<file path="config.mk">
export PLATFORM = sky130hd
export DESIGN_NAME = pwm_saw_channel
export DESIGN_NICKNAME = d
export VERILOG_FILES = /design/src/rtl/pwm_saw_pkg.sv /design/src/rtl/pwm_cfg_regs.sv /design/src/rtl/pwm_prescaler.sv /design/src/rtl/pwm_counter.sv /design/src/rtl/pwm_pin.sv /design/src/rtl/pwm_saw_channel.sv
export SDC_FILE = /design/constraint.sdc
export NUM_CORES = 1
export LEC_CHECK = 0
export ABC_CLOCK_PERIOD_IN_PS = 9100
export BUFFER_PORTS_ARGS = -buffer_cell sky130_fd_sc_hd__buf_4
export CORE_MARGIN = 2
export CORE_UTILIZATION = 51
export CTS_CLUSTER_SIZE = 20
export DETAILED_ROUTE_END_ITERATION = 12
export HOLD_SLACK_MARGIN = 0.02
export PLACE_DENSITY = 0.7
export SLEW_MARGIN = 20
export SYNTH_ARGS = -nofsm -noshare
export SYNTH_HDL_FRONTEND = slang
export SYNTH_HIERARCHICAL = 1
export SYNTH_SLANG_ARGS = --single-unit
</file>
<file path="constraint.sdc">
create_clock -name clk -period 9.1 [get_ports clk]
set_clock_uncertainty 0.2 [all_clocks]
set_input_delay 0.91 -clock clk [delete_from_list [all_inputs] [get_ports clk]]
set_output_delay 0.91 -clock clk [all_outputs]
set_load 0.01 [all_outputs]
</file>
<file path="src/rtl/pwm_saw_pkg.sv">
package pwm_saw_pkg;
  localparam int BUS_W  = 32;
  localparam int ADDR_W = 8;
  localparam int CODE_W = 5;
  localparam int NPIN   = 2;

  localparam logic [ADDR_W-1:0] OFS_CTRL   = 8'h2c;
  localparam logic [ADDR_W-1:0] OFS_DIR    = 8'h30;
  localparam logic [ADDR_W-1:0] OFS_PINCTL = 8'h34;
  localparam logic [ADDR_W-1:0] OFS_CNT    = 8'h48;
  localparam logic [ADDR_W-1:0] OFS_CMPA   = 8'h4c;
  localparam logic [ADDR_W-1:0] OFS_CMPB   = 8'h50;
  localparam logic [ADDR_W-1:0] OFS_PERIOD = 8'h64;

  typedef enum logic [1:0] {
    ACT_KEEP   = 2'b00,
    ACT_LOW    = 2'b01,
    ACT_HIGH   = 2'b10,
    ACT_TOGGLE = 2'b11
  } pin_act_e;

  function automatic logic act_level(input logic [1:0] act, input logic cur);
    case (pin_act_e'(act))
      ACT_KEEP: return cur;
      ACT_LOW:  return 1'b0;
      ACT_HIGH: return 1'b1;
      default:  return ~cur;
    endcase
  endfunction
endpackage

</file>
<file path="src/rtl/pwm_cfg_regs.sv">
module pwm_cfg_regs
  import pwm_saw_pkg::*;
#(
  parameter int CNT_W = 32
) (
  input  logic                          clk,
  input  logic                          rst_n,
  input  logic [ADDR_W-1:0]             addr,
  input  logic                          we,
  input  logic [BUS_W-1:0]              wdata,
  output logic                          run,
  output logic [2:0]                    mode,
  output logic [2:0]                    presc,
  output logic [1:0]                    dir,
  output logic [NPIN-1:0][CODE_W-1:0]   code,
  output logic [NPIN-1:0]               pin_en,
  output logic [NPIN-1:0][CNT_W-1:0]    cmp,
  output logic [CNT_W-1:0]              period
);
  logic                        run_d;
  logic [2:0]                  mode_d, presc_d;
  logic [1:0]                  dir_d;
  logic [NPIN-1:0][CODE_W-1:0] code_d;
  logic [NPIN-1:0]             en_d;
  logic [NPIN-1:0][CNT_W-1:0]  cmp_d;
  logic [CNT_W-1:0]            per_d;

  always_comb begin
    run_d = run; mode_d = mode; presc_d = presc; dir_d = dir;
    code_d = code; en_d = pin_en; cmp_d = cmp; per_d = period;
    if (we) begin
      case (addr)
        OFS_CTRL: begin
          run_d = wdata[0];
          if (!run) begin
            mode_d  = wdata[18:16];
            presc_d = wdata[26:24];
          end
        end
        OFS_DIR:    dir_d = wdata[1:0];
        OFS_PINCTL: begin
          code_d[0] = wdata[4:0];
          en_d[0]   = wdata[8];
          code_d[1] = wdata[20:16];
          en_d[1]   = wdata[24];
        end
        OFS_CMPA:   cmp_d[0] = wdata[CNT_W-1:0];
        OFS_CMPB:   cmp_d[1] = wdata[CNT_W-1:0];
        OFS_PERIOD: per_d    = wdata[CNT_W-1:0];
        default: ;
      endcase
    end
  end

  always_ff @(posedge clk or negedge rst_n) begin
    if (!rst_n) begin
      run <= 1'b0; mode <= '0; presc <= '0; dir <= '0;
      code <= '0; pin_en <= '0; cmp <= '1; period <= '1;
    end else begin
      run <= run_d; mode <= mode_d; presc <= presc_d; dir <= dir_d;
      code <= code_d; pin_en <= en_d; cmp <= cmp_d; period <= per_d;
    end
  end

  // mode and prescaler are frozen against writes made while running
  a_r5_cfg_locked: assert property (@(posedge clk) disable iff (!rst_n)
    (we && addr == OFS_CTRL && run) |=> ($stable(presc) && $stable(mode)));
endmodule

</file>
<file path="src/rtl/pwm_prescaler.sv">
module pwm_prescaler #(
  parameter int MAX_CODE = 5
) (
  input  logic       clk,
  input  logic       rst_n,
  input  logic       run_eff,
  input  logic [2:0] presc,
  output logic       tick
);
  localparam int PRE_W = 2 * MAX_CODE;

  logic [PRE_W-1:0] pre_q, pre_d;
  logic [2:0]       shift;
  logic [PRE_W:0]   mask_w;
  logic [PRE_W-1:0] mask;

  always_comb begin
    shift  = (int'(presc) > MAX_CODE) ? 3'(MAX_CODE) : presc;
    mask_w = ({{PRE_W{1'b0}}, 1'b1} << (2 * shift)) - 1'b1;
    mask   = mask_w[PRE_W-1:0];
    tick   = run_eff && ((pre_q & mask) == mask);
    pre_d  = run_eff ? pre_q + 1'b1 : '0;
  end

  always_ff @(posedge clk or negedge rst_n) begin
    if (!rst_n) pre_q <= '0;
    else        pre_q <= pre_d;
  end

  // a divided tick is never followed by another tick on the next clock
  a_r7_tick_spacing: assert property (@(posedge clk) disable iff (!rst_n)
    (tick && presc != 3'd0) |=> !tick);
endmodule

</file>
<file path="src/rtl/pwm_counter.sv">
module pwm_counter #(
  parameter int CNT_W = 32
) (
  input  logic             clk,
  input  logic             rst_n,
  input  logic             tick,
  input  logic [CNT_W-1:0] period,
  input  logic             wr,
  input  logic [CNT_W-1:0] wdata,
  output logic [CNT_W-1:0] cnt,
  output logic             cyc_end
);
  logic [CNT_W-1:0] cnt_d;

  always_comb begin
    cyc_end = tick && (cnt == period);
    cnt_d   = cnt;
    if (wr)           cnt_d = wdata;
    else if (cyc_end) cnt_d = '0;
    else if (tick)    cnt_d = cnt + 1'b1;
  end

  always_ff @(posedge clk or negedge rst_n) begin
    if (!rst_n) cnt <= '0;
    else        cnt <= cnt_d;
  end

  // cycle end returns the count to zero
  a_r3_wrap: assert property (@(posedge clk) disable iff (!rst_n)
    (cyc_end && !wr) |=> (cnt == '0));
  // an ordinary tick advances by exactly one
  a_r3_step: assert property (@(posedge clk) disable iff (!rst_n)
    (tick && !cyc_end && !wr) |=> (cnt == $past(cnt) + 1'b1));
endmodule

</file>
<file path="src/rtl/pwm_pin.sv">
module pwm_pin
  import pwm_saw_pkg::*;
#(
  parameter int CNT_W = 32
) (
  input  logic              clk,
  input  logic              rst_n,
  input  logic              run_eff,
  input  logic              tick,
  input  logic              cyc_end,
  input  logic [CNT_W-1:0]  cnt,
  input  logic [CNT_W-1:0]  cmp,
  input  logic [CODE_W-1:0] code,
  input  logic              en,
  output logic              pin
);
  logic lvl_q, lvl_d, match;

  always_comb begin
    match = tick && (cnt == cmp);
    lvl_d = lvl_q;
    if (!run_eff)     lvl_d = code[4];
    else if (cyc_end) lvl_d = act_level(code[3:2], lvl_q);
    else if (match)   lvl_d = act_level(code[1:0], lvl_q);
    pin = run_eff && en && lvl_q;
  end

  always_ff @(posedge clk or negedge rst_n) begin
    if (!rst_n) lvl_q <= 1'b0;
    else        lvl_q <= lvl_d;
  end

  // cycle end with a drive-high action leaves the level high
  a_r4_end_high: assert property (@(posedge clk) disable iff (!rst_n)
    (run_eff && cyc_end && code[3:2] == 2'b10) |=> lvl_q);
  // cycle end with a drive-low action leaves the level low
  a_r4_end_low: assert property (@(posedge clk) disable iff (!rst_n)
    (run_eff && cyc_end && code[3:2] == 2'b01) |=> !lvl_q);
endmodule

</file>
<file path="src/rtl/pwm_saw_channel.sv">
module pwm_saw_channel
  import pwm_saw_pkg::*;
#(
  parameter int CNT_W    = 32,
  parameter int MAX_CODE = 5
) (
  input  logic              clk,
  input  logic              rst_n,
  input  logic [ADDR_W-1:0] bus_addr,
  input  logic              bus_we,
  input  logic [BUS_W-1:0]  bus_wdata,
  output logic [BUS_W-1:0]  bus_rdata,
  output logic              pwm_a,
  output logic              pwm_b
);
  logic [1:0] rst_sync;
  logic       rst_int_n;

  always_ff @(posedge clk or negedge rst_n) begin
    if (!rst_n) rst_sync <= 2'b00;
    else        rst_sync <= {rst_sync[0], 1'b1};
  end
  assign rst_int_n = rst_sync[1];

  logic                        run, run_eff, tick, cyc_end, cnt_wr;
  logic [2:0]                  mode, presc;
  logic [1:0]                  dir;
  logic [NPIN-1:0][CODE_W-1:0] code;
  logic [NPIN-1:0]             pin_en, pin_out;
  logic [NPIN-1:0][CNT_W-1:0]  cmp;
  logic [CNT_W-1:0]            period, cnt;

  pwm_cfg_regs #(.CNT_W(CNT_W)) u_regs (
    .clk(clk), .rst_n(rst_int_n), .addr(bus_addr), .we(bus_we),
    .wdata(bus_wdata), .run(run), .mode(mode), .presc(presc), .dir(dir),
    .code(code), .pin_en(pin_en), .cmp(cmp), .period(period)
  );

  assign run_eff = run && (mode == 3'd0);
  assign cnt_wr  = bus_we && (bus_addr == OFS_CNT);

  pwm_prescaler #(.MAX_CODE(MAX_CODE)) u_pre (
    .clk(clk), .rst_n(rst_int_n), .run_eff(run_eff), .presc(presc), .tick(tick)
  );

  pwm_counter #(.CNT_W(CNT_W)) u_cnt (
    .clk(clk), .rst_n(rst_int_n), .tick(tick), .period(period), .wr(cnt_wr),
    .wdata(bus_wdata[CNT_W-1:0]), .cnt(cnt), .cyc_end(cyc_end)
  );

  for (genvar gi = 0; gi < NPIN; gi++) begin : g_pin
    pwm_pin #(.CNT_W(CNT_W)) u_pin (
      .clk(clk), .rst_n(rst_int_n), .run_eff(run_eff), .tick(tick),
      .cyc_end(cyc_end), .cnt(cnt), .cmp(cmp[gi]), .code(code[gi]),
      .en(pin_en[gi]), .pin(pin_out[gi])
    );
  end

  assign pwm_a = pin_out[0];
  assign pwm_b = pin_out[1];

  always_comb begin
    bus_rdata = '0;
    case (bus_addr)
      OFS_CTRL: begin
        bus_rdata[0]     = run;
        bus_rdata[18:16] = mode;
        bus_rdata[26:24] = presc;
      end
      OFS_DIR:    bus_rdata[1:0] = dir;
      OFS_PINCTL: begin
        bus_rdata[4:0]   = code[0];
        bus_rdata[8]     = pin_en[0];
        bus_rdata[20:16] = code[1];
        bus_rdata[24]    = pin_en[1];
      end
      OFS_CNT:    bus_rdata = BUS_W'(cnt);
      OFS_CMPA:   bus_rdata = BUS_W'(cmp[0]);
      OFS_CMPB:   bus_rdata = BUS_W'(cmp[1]);
      OFS_PERIOD: bus_rdata = BUS_W'(period);
      default: ;
    endcase
  end

  // a halted channel (stopped or non-zero mode) keeps its count
  a_r6_halt_holds: assert property (@(posedge clk) disable iff (!rst_int_n)
    (!run_eff && !cnt_wr) |=> $stable(cnt));
endmodule

</file>
==> impl_metrics.ini, run 1 <==
[synthesis]
ys_ff_latch = 163
synthFlopType = dfstp_2
synth_edf_count = 0
syn_inst = 919
syn_area_per_cell_um2 = 11.11
synth_cell_types = 74
synthesis.area_um2 = 10210
ys_async_sr_fraction = 1.000
synth_nets = 973
synth_area_leaders = dfstp_2 25%, dfrtp_1 16%, mux2_2 7.7%, xor2_1 7.1%, mux2_4 7.1%
yosys_warnings = 6
synth_area_leader_cell = dfstp_2
ys_seq_area_frac = 0.4114
synth_top_area_share = 0.2471

[timing]
slew_headroom = 0.2320
finalMaxSlewViolations = 0
final_hold_viol_count = 0
setup_tns_ps = 0
final_min_period_over_clock_period = 0.5391
worst_slew_pin_slew_ps = 1151
worst_slack_ps = 4194
period_needed_ps = 4906
setup_viol = 0
fmax_mhz = 203.8
rsz0062_at_grt = no

[place]
place_area_um2 = 10910
hpwl_um = 20750
pre_cts_ws_ps = 4303
gp_congestion = 0.9677
numPortBuffers = 76

[final_layout]
drive_gt1_frac = 0.3605
layout_commonest_cell = dfstp_2
multi_input_area_um2 = 5654
fin_nets = 1034
final_cell_mix = 96 x dfstp_2, 85 x buf_4, 83 x xor2_1
area_growth_pct = 12.86
fillers = 1692
seqCellArea_um2 = 4203
final_area_um2 = 11520
num_antenna_cells = 0

[floorplan]
dieArea_um2 = 21160
die_w_um = 145.5
die_h_um = 145.5
core_um2 = 19530
io_pins = 77
start_util = 0.5227
std_cell_rows = 51

[power_and_ir_drop]
p_sw_frac = 0.2704
power.share.combinational = 0.129
power.leakage_nw = 5.125
power.density_nw_per_um2 = 155.9
pwr-share-seq = 0.467
internal_power_mw = 1.311
p_sw_uw = 485.7
vdd_drop_max_mv = 0.1225
power_mw = 1.796
clockPowerShare = 0.405

[worst_hold_path]
hold_class = in2async

[routing]
drcViolationCount = 0
routed_wl_um = 29560
vias_per_cell = 6.203
drt_iter0_drc = 706
firstDrtPassIters = 5
wl_per_cell_um = 23.50
drt.antenna.violating_nets = 0
vias = 7804

[setup_path]
cp_max_fo = 31
path_buf_inv = 3
cpMostUsedCell = buf_4
critPathTopFamily = simple AND/OR/NAND/NOR gates
cp_cell_sequence = or3b_2 > ha_1 > xnor2_1 > o22ai_1 > a211oi_4 > buf_4 > inv_1 > nor2_1 > or4b_1 > nor4_1 > buf_4 > a31oi_1 > nand4_1 > nor4_2 > nor4b_1 > and3b_1
start_kind = flop
worstSetupEndpointType = flop
cpPeakStageDelay_ps = 560
crit_type = reg2reg
critPathRequiredTime_ps = 9230
cp.arrival_ps = 5030
critPathSlowestCell = nor4_1

[grt]
overflow = 0
grt_pass1_wl_um = 45890
gr-usage-all-layers = 0.2820
antenna_found_initial = 1
grt_max_degree = 80
grt_pass1_vias = 7699

[clock_network]
cts_tree = yes
clk_pin_slew_ps = 60
cts_setup_buffers = 0
clock_path_buffers = 2
cts_max_level = 4
clock_latency_ps = 440
holdBufCountCts = 0
numCtsBuffers = 17
cts_root_buffer = clkbuf_16
cts_num_sinks = 163
cts_resized = 0

[flow_run]
drv_cap = 0

[outcome]
status = completed
-- power by group through the flow --
stage	combinational [mW]	clock, mW	sequential (mW)
2_1_floorplan	0.136	0	0.837
3_3_place_gp	0.223	0	0.846
3_5_place_dp	0.224	0	0.848
4_1_cts	0.226	0.736	0.836
5_1_grt	0.248	0.772	0.844
6_report	0.232	0.727	0.838
-- synth_stat cells (13+ instances only) --
| library cell | count |
|---|---|
| and2_1 | 13 |
| o21ai_0 | 18 |
| inv_1 | 23 |
| nor2_1 | 36 |
| a22oi_1 | 40 |
| mux2_2 | 70 |
| dfrtp_1 | 67 |
| nor4_1 | 26 |
| mux2i_1 | 32 |
| xor2_1 | 83 |
| xnor2_1 | 38 |
| mux2_4 | 48 |
| nand3_1 | 26 |
| nand2_1 | 38 |
| clkbuf_1 | 18 |
| nor3_1 | 22 |
| buf_6 | 14 |
| dfstp_2 | 96 |
| a21oi_1 | 21 |
| nand4_1 | 25 |
-- routing by layer --
metal | vias up | GRT usage | routed length, um | part of all wire
li1 | 3519 | - | - | -
met1 | 3925 | 0.3868 | 12960 | 0.44
met2 | 293 | 0.4301 | 13440 | 0.45
met3 | 65 | 0.06771 | 2130 | 0.072
met4 | 2 | 0.1172 | 1023 | 0.035
met5 | - | 0 | 8 | 0.00027
-- kinds of logic after synthesis --
group | after synthesis | share of synthesized area
muxes | 150 | 0.1792
buffers and inverters | 67 | 0.03726
DFF | 163 | 0.4114
adders and majority gates | 11 | 0.01348
and+or+nand+nor | 272 | 0.1667
xor gates and xnor gates | 121 | 0.1038
other | 1 | 0.0003674
AOI/OAI and AO/OA | 134 | 0.08777
-- sequential cells by signal, indices dropped and copies added (netlist names) --
signal             cells
u_cnt/cnt             32
u_regs/cmp            64
u_regs/dir             2
u_regs/pin_en          2
u_regs/code           10
u_regs/run             1
u_regs/period         32
u_pre/pre_q           10
u_regs/mode            3
u_regs/presc           3
rst_sync               2
g_pin.u_pin/lvl_q      2
-- metrics by stage --
step,hold WS [ps],utilization,cells
finish,45.82,0.5900,1258
global placement,137.9,0.5586,1225
CTS,33.05,0.5882,1257
detailed placement,142.8,0.5586,1225
floorplan,131.2,-,919
global route,31.69,0.5900,1258
-- worst paths after layout --
check / startpoint / to / slack, ps / depth (start not counted)
max: u_regs/presc[2] / g_pin[1].u_pin/lvl_q / 4190 / 16
min: rst_n / rst_sync[1] / 50 / 1
max reg2reg: u_regs/presc[2] / g_pin[1].u_pin/lvl_q / 4190 / 16
min reg2reg: rst_sync[0] / rst_sync[1] / 150 / 0
max in group asynchronous: rst_sync[1] / u_regs/code[5] / 7610 / 1
min in group clk: rst_sync[0] / rst_sync[1] / 150 / 0
-- cell type report --
cell class / instances / share of cell area
inverters: 23 / 0.007494
flip-flops and latches: 163 / 0.3648
clock buffers: 22 / 0.03856
multi-input cells: 689 / 0.4908
clock inverters: 10 / 0.01173
repair buffers: 86 / 0.05778
well taps: 265 / 0.02878
(Power assumes the default switching activity.)
==> inputs of run 2 (changes only) <==
- ABC_CLOCK_PERIOD_IN_PS: 9100 -> 5100
- clock period: 9.1 -> 5.1 ns (I/O delays scaled with it)
==> impl_metrics.ini, run 2 (synthesized netlist as in run 1, its figures left out) <==
[final_layout]
num_antenna_cells = 0
final_cell_mix = 96 x dfstp_2, 84 x buf_4, 83 x xor2_1
layout_commonest_cell = dfstp_2
largest_register_ffs = 64
fin_nets = 1035
max_flop_register = u_regs/cmp
largest_registers = u_regs/cmp: 64 flops, u_cnt/cnt: 32 flops, u_regs/period: 32 flops
drive_gt1_frac = 0.3632
postLayoutCoreUtil = 0.5945
fillers = 1700
area_growth_pct = 13.73

[clock_network]
cts_resized = 0
cts_tree = yes
cts_root_buffer = clkbuf_16
clock_latency_ps = 430
cts_setup_buffers = 0
cts_max_level = 4
numCtsBuffers = 17
clk_pin_slew_ps = 70
clock_path_buffers = 2
cts_num_sinks = 163

[grt]
grt_pass1_vias = 7762
overflow = 0
grt_pass1_wl_um = 46780
gr-usage-all-layers = 0.2870
grt_max_degree = 108
antenna_found_initial = 0

[place]
hpwl_um = 21180
numPortBuffers = 76
gp_congestion = 0.9683

[setup_path]
start_kind = flop
crit_type = reg2reg
cp.arrival_ps = 4460
rr_worst_depth = 11
critPathSlowestCell = nor3_4
cp-startpoint = u_regs/presc[1]
worstSetupEndpointType = flop
cpPeakStageDelay_ps = 630
timing.rr.start = u_regs/presc[1]
cpMostUsedCell = nor2_1
critPathRequiredTime_ps = 5180
cp_cell_sequence = or3b_2 > ha_1 > xnor2_1 > o22ai_1 > a211oi_4 > inv_1 > nor2_1 > or4b_1 > or4_4 > nor3_4 > nor2_1
cp_max_fo = 18

[timing]
worst_slew_pin_slew_ps = 1047
setup_viol = 0
fmax_mhz = 228.2
period_needed_ps = 4383
rsz0062_at_grt = no
setup_tns_ps = 0
final_hold_viol_count = 0
slew_headroom = 0.3019
final_min_period_over_clock_period = 0.8593
finalMaxSlewViolations = 0

[routing]
firstDrtPassIters = 6
wl_per_cell_um = 24.22
drt_iter0_drc = 774
routed_wl_um = 30500
vias_per_cell = 6.313
drt.antenna.violating_nets = 0
vias = 7948
drcViolationCount = 0

[worst_hold_path]
hold_class = in2reg
min_path_cells = 2
min_from = bus_wdata[28]

[outcome]
status = completed

[floorplan]
dieArea_um2 = 21160
start_util = 0.5227
die_h_um = 145.5
io_pins = 77
die_w_um = 145.5
core_um2 = 19530
std_cell_rows = 51

[power_and_ir_drop]
power.leakage_nw = 5.160
power_mw = 3.344
power.density_nw_per_um2 = 288.1
vdd_drop_max_mv = 0.2257

[flow_run]
drv_cap = 0
[run 2: worst max-delay path: cells and delay by family (launching register included)]
| family | cells | cell delay [ps] |
|---|---|---|
| adder cells (fa/ha/maj) | 1 | 210 |
| XOR/XNOR | 1 | 190 |
| AO/OA/AOI/OAI | 2 | 440 |
| flip-flops | 1 | 460 |
| AND/OR/NAND/NOR | 6 | 2430 |
| buffers and inverters | 1 | 280 |
[run 2: worst paths after layout]
| check | endpoint | slack [ps] |
|---|---|---|
| min in group asynchronous | rst_sync[1] | 180 |
| min reg2reg | rst_sync[1] | 160 |
| max in group asynchronous | u_cnt/cnt[1] | 3470 |
| max reg2reg | u_cnt/cnt[5] | 720 |
| min | u_regs/period[28] | 130 |
| max | u_cnt/cnt[5] | 720 |
[run 2: per-layer routing]
layer  GRT usage  up-vias  part of all wire
li1            -     3510                 -
met1      0.4006     4012              0.44
met2      0.4450      369              0.46
met3     0.06176       57             0.073
met4     0.09853        0             0.030
met5           0        -                 0
[run 2: area by class of cell]
| type | instances | area (um2) | area share |
|---|---|---|---|
| inverter | 23 | 86.33 | 0.007437 |
| clock inverter | 11 | 170.2 | 0.01466 |
| sequential | 163 | 4203 | 0.3620 |
| clock buffer | 21 | 481.7 | 0.04150 |
| tap | 265 | 331.6 | 0.02856 |
| timing repair buffer | 87 | 680.7 | 0.05863 |
| multi-input combinational | 689 | 5655 | 0.4872 |
[run 2: stage by stage]
stage	setup slack, ps	cells	instance area [um2]	hold slack, ps
6_report	717.5	1259	11610	133.9
5_1_grt	574.2	1259	11610	125.4
4_1_cts	748.6	1259	11600	121.5
3_5_place_dp	792.3	1226	10940	93.01
3_3_place_gp	888.6	1226	10940	92.93
2_1_floorplan	189.7	919	10210	14.41
[run 2: where the power goes]
part           switching [mW]  internal (mW)
clock network           0.558          0.878
registers               0.115           1.39
logic                   0.224          0.181
total                   0.897           2.45
[run 2: repair_timing]
item / in CTS / in global routing
endpoints found under the setup margin: 0 / 0
endpoints found under the hold margin: 2 / 0
hold buffers: 1 / 0
